**config.mk**
```make
export PLATFORM = sky130hd
export DESIGN_NAME = pm_wake_status
export DESIGN_NICKNAME = d
export VERILOG_FILES = /design/src/rtl/wake_pkg.sv /design/src/rtl/wake_flag_bank.sv /design/src/rtl/wake_energy_qual.sv /design/src/rtl/wake_host_regs.sv /design/src/rtl/pm_wake_status.sv
export SDC_FILE = /design/constraint.sdc
export NUM_CORES = 1
export LEC_CHECK = 0
export BUFFER_PORTS_ARGS = -buffer_cell sky130_fd_sc_hd__buf_4
export CORE_MARGIN = 2
export CORE_UTILIZATION = 35
export DETAILED_ROUTE_END_ITERATION = 12
export MAX_ROUTING_LAYER = met4
export PLACE_DENSITY = 0.62
export SYNTH_ARGS = -nofsm -noshare
export SYNTH_HDL_FRONTEND = slang
export SYNTH_SLANG_ARGS = --single-unit
```
**constraint.sdc**
```tcl
create_clock -name clk -period 3.1 [get_ports clk]
set_input_delay 0.93 -clock clk [delete_from_list [all_inputs] [get_ports clk]]
set_output_delay 0.93 -clock clk [all_outputs]
set_load 0.05 [all_outputs]
```
**src/rtl/wake_pkg.sv**
```systemverilog
package wake_pkg;

    localparam int unsigned DATA_W    = 16;
    localparam int unsigned ADDR_W    = 2;
    localparam int unsigned NUM_FLAGS = 4;
    localparam int unsigned FLAG_LSB  = 2;
    localparam int unsigned FLAG_MSB  = FLAG_LSB + NUM_FLAGS - 1;

    // Flag indices; index i appears at status bit FLAG_LSB + i
    localparam int unsigned FLG_ENERGY = 0;
    localparam int unsigned FLG_LINK   = 1;
    localparam int unsigned FLG_MAGIC  = 2;
    localparam int unsigned FLG_FRAME  = 3;

    typedef enum logic [ADDR_W-1:0] {
        REG_STATUS = 2'd0,
        REG_CLEAR  = 2'd1,
        REG_ENABLE = 2'd2,
        REG_DELAY  = 2'd3
    } reg_sel_e;

    typedef logic [NUM_FLAGS-1:0] flag_vec_t;

endpackage

```
**src/rtl/wake_flag_bank.sv**
```systemverilog
module wake_flag_bank
    import wake_pkg::*;
(
    input  logic      clk,
    input  logic      rst_n,
    input  flag_vec_t set_i,
    input  flag_vec_t clr_i,
    output flag_vec_t flags_o
);

    typedef struct packed {
        flag_vec_t flags;
    } bank_state_t;

    bank_state_t st_d, st_q;

    always_comb begin
        st_d = st_q;
        for (int i = 0; i < NUM_FLAGS; i++) begin
            if (set_i[i]) begin
                st_d.flags[i] = 1'b1;
            end else if (clr_i[i]) begin
                st_d.flags[i] = 1'b0;
            end
        end
    end

    always_ff @(posedge clk or negedge rst_n) begin
        if (!rst_n) begin
            st_q <= '0;
        end else begin
            st_q <= st_d;
        end
    end

    assign flags_o = st_q.flags;

    for (genvar g = 0; g < NUM_FLAGS; g++) begin : g_flag_chk
        // a set in the same cycle as a clear leaves the flag set
        p_set_wins_r6: assert property (@(posedge clk) disable iff (!rst_n)
            set_i[g] |=> flags_o[g]);
        // a set flag holds until a clear arrives
        p_sticky_r3: assert property (@(posedge clk) disable iff (!rst_n)
            (flags_o[g] && !clr_i[g]) |=> flags_o[g]);
        // a clear flag stays clear without a set event
        p_no_spurious_r3: assert property (@(posedge clk) disable iff (!rst_n)
            (!flags_o[g] && !set_i[g]) |=> !flags_o[g]);
    end

endmodule

```
**src/rtl/wake_energy_qual.sv**
```systemverilog
module wake_energy_qual #(
    parameter int unsigned DLY_W = 8
) (
    input  logic             clk,
    input  logic             rst_n,
    input  logic             energy_i,
    input  logic             en_energy_i,
    input  logic             dly_mode_i,
    input  logic [DLY_W-1:0] dly_i,
    output logic             set_o
);

    localparam logic [DLY_W-1:0] ONE = DLY_W'(1);

    typedef struct packed {
        logic [DLY_W-1:0] run_cnt;
    } qual_state_t;

    qual_state_t      st_d, st_q;
    logic [DLY_W-1:0] n_eff;
    logic             armed;

    assign n_eff = (dly_i == '0) ? ONE : dly_i;
    assign armed = en_energy_i && energy_i;

    always_comb begin
        st_d = st_q;
        if (!armed || !dly_mode_i) begin
            st_d.run_cnt = '0;
        end else if (st_q.run_cnt < n_eff) begin
            st_d.run_cnt = st_q.run_cnt + ONE;
        end
    end

    always_comb begin
        if (!armed) begin
            set_o = 1'b0;
        end else if (dly_mode_i) begin
            set_o = (st_q.run_cnt == n_eff - ONE);
        end else begin
            set_o = 1'b1;
        end
    end

    always_ff @(posedge clk or negedge rst_n) begin
        if (!rst_n) begin
            st_q <= '0;
        end else begin
            st_q <= st_d;
        end
    end

    // in delayed mode with N above 1, a qualified set needs the input high the cycle before
    p_delay_needs_run_r8: assert property (@(posedge clk) disable iff (!rst_n)
        (set_o && dly_mode_i && $stable(dly_i) && (n_eff > ONE)) |-> $past(energy_i));

    // no energy set while energy capture is disabled
    p_energy_gated_r9: assert property (@(posedge clk) disable iff (!rst_n)
        !en_energy_i |-> !set_o);

endmodule

```
**src/rtl/wake_host_regs.sv**
```systemverilog
module wake_host_regs
    import wake_pkg::*;
#(
    parameter int unsigned DLY_W = 8
) (
    input  logic              clk,
    input  logic              rst_n,
    input  logic              we_i,
    input  logic [ADDR_W-1:0] addr_i,
    input  logic [DATA_W-1:0] wdata_i,
    input  flag_vec_t         flags_i,
    output logic [DATA_W-1:0] rdata_o,
    output flag_vec_t         clr_o,
    output flag_vec_t         en_mask_o,
    output logic              dly_mode_o,
    output logic [DLY_W-1:0]  dly_o
);

    typedef struct packed {
        flag_vec_t        en_mask;
        logic             dly_mode;
        logic [DLY_W-1:0] dly;
    } regs_state_t;

    regs_state_t st_d, st_q;
    flag_vec_t   code;
    logic        code_onehot;
    reg_sel_e    sel;
    logic        unused_wdata;

    assign sel          = reg_sel_e'(addr_i);
    assign code         = wdata_i[FLAG_MSB:FLAG_LSB];
    assign code_onehot  = (code != '0) && ((code & (code - 1'b1)) == '0);
    assign unused_wdata = ^wdata_i;

    always_comb begin
        st_d  = st_q;
        clr_o = '0;
        if (we_i) begin
            unique case (sel)
                REG_CLEAR: begin
                    if (code_onehot) begin
                        clr_o = code;
                    end
                end
                REG_ENABLE: begin
                    st_d.en_mask  = wdata_i[FLAG_MSB:FLAG_LSB];
                    st_d.dly_mode = wdata_i[0];
                end
                REG_DELAY: begin
                    st_d.dly = wdata_i[DLY_W-1:0];
                end
                default: begin
                end
            endcase
        end
    end

    always_comb begin
        rdata_o = '0;
        unique case (sel)
            REG_STATUS: rdata_o[FLAG_MSB:FLAG_LSB] = flags_i;
            REG_ENABLE: begin
                rdata_o[FLAG_MSB:FLAG_LSB] = st_q.en_mask;
                rdata_o[0]                 = st_q.dly_mode;
            end
            REG_DELAY:  rdata_o[DLY_W-1:0] = st_q.dly;
            default:    rdata_o = '0;
        endcase
    end

    always_ff @(posedge clk or negedge rst_n) begin
        if (!rst_n) begin
            st_q <= '0;
        end else begin
            st_q <= st_d;
        end
    end

    assign en_mask_o  = st_q.en_mask;
    assign dly_mode_o = st_q.dly_mode;
    assign dly_o      = st_q.dly;

    // the decoder never clears more than one flag per write
    p_clear_onehot_r5: assert property (@(posedge clk) disable iff (!rst_n)
        $onehot0(clr_o));

    // status and clear writes leave the settings unchanged
    p_settings_kept_r11: assert property (@(posedge clk) disable iff (!rst_n)
        (we_i && (sel == REG_STATUS || sel == REG_CLEAR))
            |=> ($stable(en_mask_o) && $stable(dly_mode_o) && $stable(dly_o)));

endmodule

```
**src/rtl/pm_wake_status.sv**
```systemverilog
module pm_wake_status
    import wake_pkg::*;
#(
    parameter int unsigned DLY_W = 8
) (
    input  logic              clk,
    input  logic              rst_n,
    input  logic              host_we,
    input  logic [ADDR_W-1:0] host_addr,
    input  logic [DATA_W-1:0] host_wdata,
    output logic [DATA_W-1:0] host_rdata,
    input  logic              evt_frame_i,
    input  logic              evt_magic_i,
    input  logic              evt_link_i,
    input  logic              energy_i,
    output logic              wake_req_o
);

    flag_vec_t        flags;
    flag_vec_t        set_vec;
    flag_vec_t        clr_vec;
    flag_vec_t        en_mask;
    logic             dly_mode;
    logic [DLY_W-1:0] dly;
    logic             energy_set;

    wake_host_regs #(.DLY_W(DLY_W)) u_regs (
        .clk        (clk),
        .rst_n      (rst_n),
        .we_i       (host_we),
        .addr_i     (host_addr),
        .wdata_i    (host_wdata),
        .flags_i    (flags),
        .rdata_o    (host_rdata),
        .clr_o      (clr_vec),
        .en_mask_o  (en_mask),
        .dly_mode_o (dly_mode),
        .dly_o      (dly)
    );

    wake_energy_qual #(.DLY_W(DLY_W)) u_energy (
        .clk         (clk),
        .rst_n       (rst_n),
        .energy_i    (energy_i),
        .en_energy_i (en_mask[FLG_ENERGY]),
        .dly_mode_i  (dly_mode),
        .dly_i       (dly),
        .set_o       (energy_set)
    );

    always_comb begin
        set_vec             = '0;
        set_vec[FLG_FRAME]  = evt_frame_i;
        set_vec[FLG_MAGIC]  = evt_magic_i;
        set_vec[FLG_LINK]   = evt_link_i;
        set_vec[FLG_ENERGY] = energy_set;
    end

    wake_flag_bank u_bank (
        .clk     (clk),
        .rst_n   (rst_n),
        .set_i   (set_vec),
        .clr_i   (clr_vec),
        .flags_o (flags)
    );

    assign wake_req_o = |(flags & en_mask);

    // a wake request needs at least one flag readable in the status word
    p_wake_source_r10: assert property (@(posedge clk) disable iff (!rst_n)
        wake_req_o |-> (flags != '0));

    // reserved status bits read as zero
    p_rsvd_zero_r2: assert property (@(posedge clk) disable iff (!rst_n)
        (host_addr == REG_STATUS) |-> (host_rdata[1:0] == 2'b00 && host_rdata[DATA_W-1:FLAG_MSB+1] == '0));

endmodule

```
==> results.sh <==
export IMPL_grt_pass1_vias=1290
export IMPL_dp_hpwl_um=2849
export IMPL_dr_pass1_iters=4
export IMPL_synthAdderAreaFrac_pct=7.133
export IMPL_cts_sinks=25
export IMPL_dp_cells=270
export IMPL_insertion_delay_ps=280
export IMPL_numCtsBuffers=3
export IMPL_finalClockSkew_ps=7.710
export IMPL_layout_nets=243
export IMPL_postRouteAntennaNets=0
export IMPL_die_x_um=74.80
export IMPL_seq_area_frac_synth_pct=35.66
export IMPL_async_flop_share_pct=100.0
export IMPL_dieArea_um2=5594
export IMPL_max_cap_viol_count=0
export IMPL_hp_class="input port to async pin"
export IMPL_cts_hold_buf=0
export IMPL_ys_ff_latch=25
export IMPL_slew_viol_final=0
export IMPL_power_density_nw_per_um2=460.7
export IMPL_port_buffers=25
export IMPL_grt_usage_pct=15.13
export IMPL_cts_root_buf="clkbuf_8"
export IMPL_post_cts_resized=0
export IMPL_cp_end_kind="output pin"
export IMPL_vias=1412
export IMPL_synth_edff_count=0
export IMPL_grt_overflow=0
export IMPL_startpoint_type="input port"
export IMPL_synth_top_cells_by_count="25 x dfrtp_1, 17 x mux2_2, 12 x a21oi_1"
export IMPL_synth_simple_gate_area_share_pct=17.69
export IMPL_setup_violations=0
export IMPL_ys_top_cells_by_area="dfrtp_1 36%, mux2_2 11%, ha_1 7.1%, a21oi_1 3.4%, buf_4 3.4%"
export IMPL_gp_congestion=0.8381
export IMPL_syn_area_um2=1754
export IMPL_die_y_um=74.80
export IMPL_rsz0062_at_grt="no"
export IMPL_synth_xor_area_share_pct=4.494
export IMPL_diodes=0
export IMPL_yosysMostFrequentCell="dfrtp_1"
export IMPL_critPathMaxFanout=12
export IMPL_wirelength_um=3772
export IMPL_synth_area_per_cell_um2=9.586
export IMPL_avgViaCountPerCell=5.153
export IMPL_status="finished, final reports clean"
export IMPL_fin_crit_sh_pct=89.81
export IMPL_leakage_nw=0.8896
export IMPL_grt_pass1_wl_um=6292
export IMPL_hold_ws_ps=541.9
export IMPL_core_area_um2=4786
export IMPL_hold_viol_final=0
export IMPL_fin_tns_setup_ps=0
export IMPL_io_pins=42
export IMPL_postCtsSetupBuffers=0
export IMPL_reg2reg_depth=10
export IMPL_htreeDepth=1
export IMPL_cts_clk_slew_worst_paths_ps=100
export IMPL_dpl_instance_area_um2=1977
export IMPL_max_freq_ghz=0.3592
export IMPL_crit_start="host_addr[0]"
export IMPL_reg2reg_from="u_regs.dly_o[6]"
export IMPL_ys_types=36
export IMPL_cts_tree="yes"
export IMPL_final_area_um2=2026
export IMPL_yosysTopAreaCellShare_pct=35.66
export IMPL_synth_compound_area_share_pct=15.48
export IMPL_r2r_end="u_energy.st_q[6]"
export IMPL_drtIter0Drc=29
export IMPL_synthFlopType="dfrtp_1"
export IMPL_cts_buffer_depth=2
export IMPL_antenna_found_initial=0
export IMPL_cp_required_ps=2170
export IMPL_start_util_pct=36.65
export IMPL_synthMuxAreaShare_pct=12.05
export IMPL_final_layout_size_suffix_gt1_share_pct=24.64
export IMPL_drcViolationCount=0
export IMPL_grt_max_degree=26
export IMPL_setup_worst_path_class="input port to output pin"
export IMPL_synth_top_area_cell="dfrtp_1"
export IMPL_critPathArrivalTime_ps=1850
export IMPL_synth_top_family_by_area="simple AND/OR/NAND/NOR gates"
export IMPL_postSynthCellCount=183
export IMPL_reg2reg_slack_ps=360
export IMPL_ir_worst_vdd_mv=0.1970
export IMPL_fp_row_count=25
export IMPL_fin_cells=274
export IMPL_ys_warn_count=0
export IMPL_wl_per_cell_um=13.77
export IMPL_finalCriticalPeriod_ps=2784
export IMPL_area_delta_synth_final_pct=15.48
-- routing by layer --
metal / track usage (%) / up-vias / wire (um)
li1: - / 706 / -
met1: 22.59 / 673 / 1937
met2: 21.44 / 28 / 1670
met3: 1.205 / 5 / 98
met4: 5.357 / 0 / 67
met5: - / - / 0
-- worst max-delay path by stage --
stage                             endpoint  slack [ps]  depth (start not counted)
after CTS                    host_rdata[4]         310                          4
after global routing      u_energy.st_q[3]         160                         10
final                        host_rdata[4]         320                          4
after global placement       host_rdata[4]         320                          4
after floorplan              host_rdata[0]         150                          3
after detailed placement     host_rdata[4]         320                          4
-- through the flow --
stage	util, %	setup slack [ps]	total power [mW]
after global placement	41.31	318.3	0.7332
after detailed placement	41.31	315.8	0.7374
after global routing	42.33	156.9	0.9900
final	42.33	315.8	0.9333
after CTS	42.33	314.9	0.9417
after floorplan	-	149.2	0.6457
-- logic make-up after synthesis --
group,Yosys count
buffers and inverters,24
other,1
AOI/OAI and AO/OA,41
muxes,19
and+or+nand+nor,54
xor gates and xnor gates,9
DFF,25
adders and majority gates,10
-- cells in the final DEF (no fill, tap or decap), types with 3 or more instances in the layout --
cell type   n
or4_1       6
o21ai_0     8
inv_1      10
and3_1      5
mux2_2     17
nor3_1      3
ha_1       10
clkbuf_8    3
nand4_1     3
a22oi_1     3
a21oi_1    12
nand2_1     5
dfrtp_1    25
a22o_1      4
conb_1      8
xnor2_1     6
nand3b_1    6
a21o_1      4
o31ai_1     6
nor2_1      9
buf_4      27
xor2_1      3
nand3_1     9
-- layout make-up --
class,count,area [um2]
sequential,25,625.6
timing repair buffer,27,202.7
multi-input combinational,141,1027
clock buffer,3,41.29
fill,474,2760
inverter,10,37.54
clock inverter,1,7.507
tap,67,83.83
-- registers in the layout (all words and copies together) (netlist names) --
name and cells:
u_bank.flags_o 4, u_regs.dly_o 8, u_regs.en_mask_o 4, u_regs.dly_mode_o 1, u_energy.st_q 8
-- critical path: stages --
cell and delay [ps]:
buf_4 160, mux2_2 340, a22o_1 230, buf_4 190
-- power breakdown --
part / internal [mW] / switching, mW
clock: 0.0914 / 0.112
sequential: 0.361 / 0.0454
combinational: 0.137 / 0.186
total: 0.590 / 0.343
Note: power is estimated with default switching activity, not from simulation.
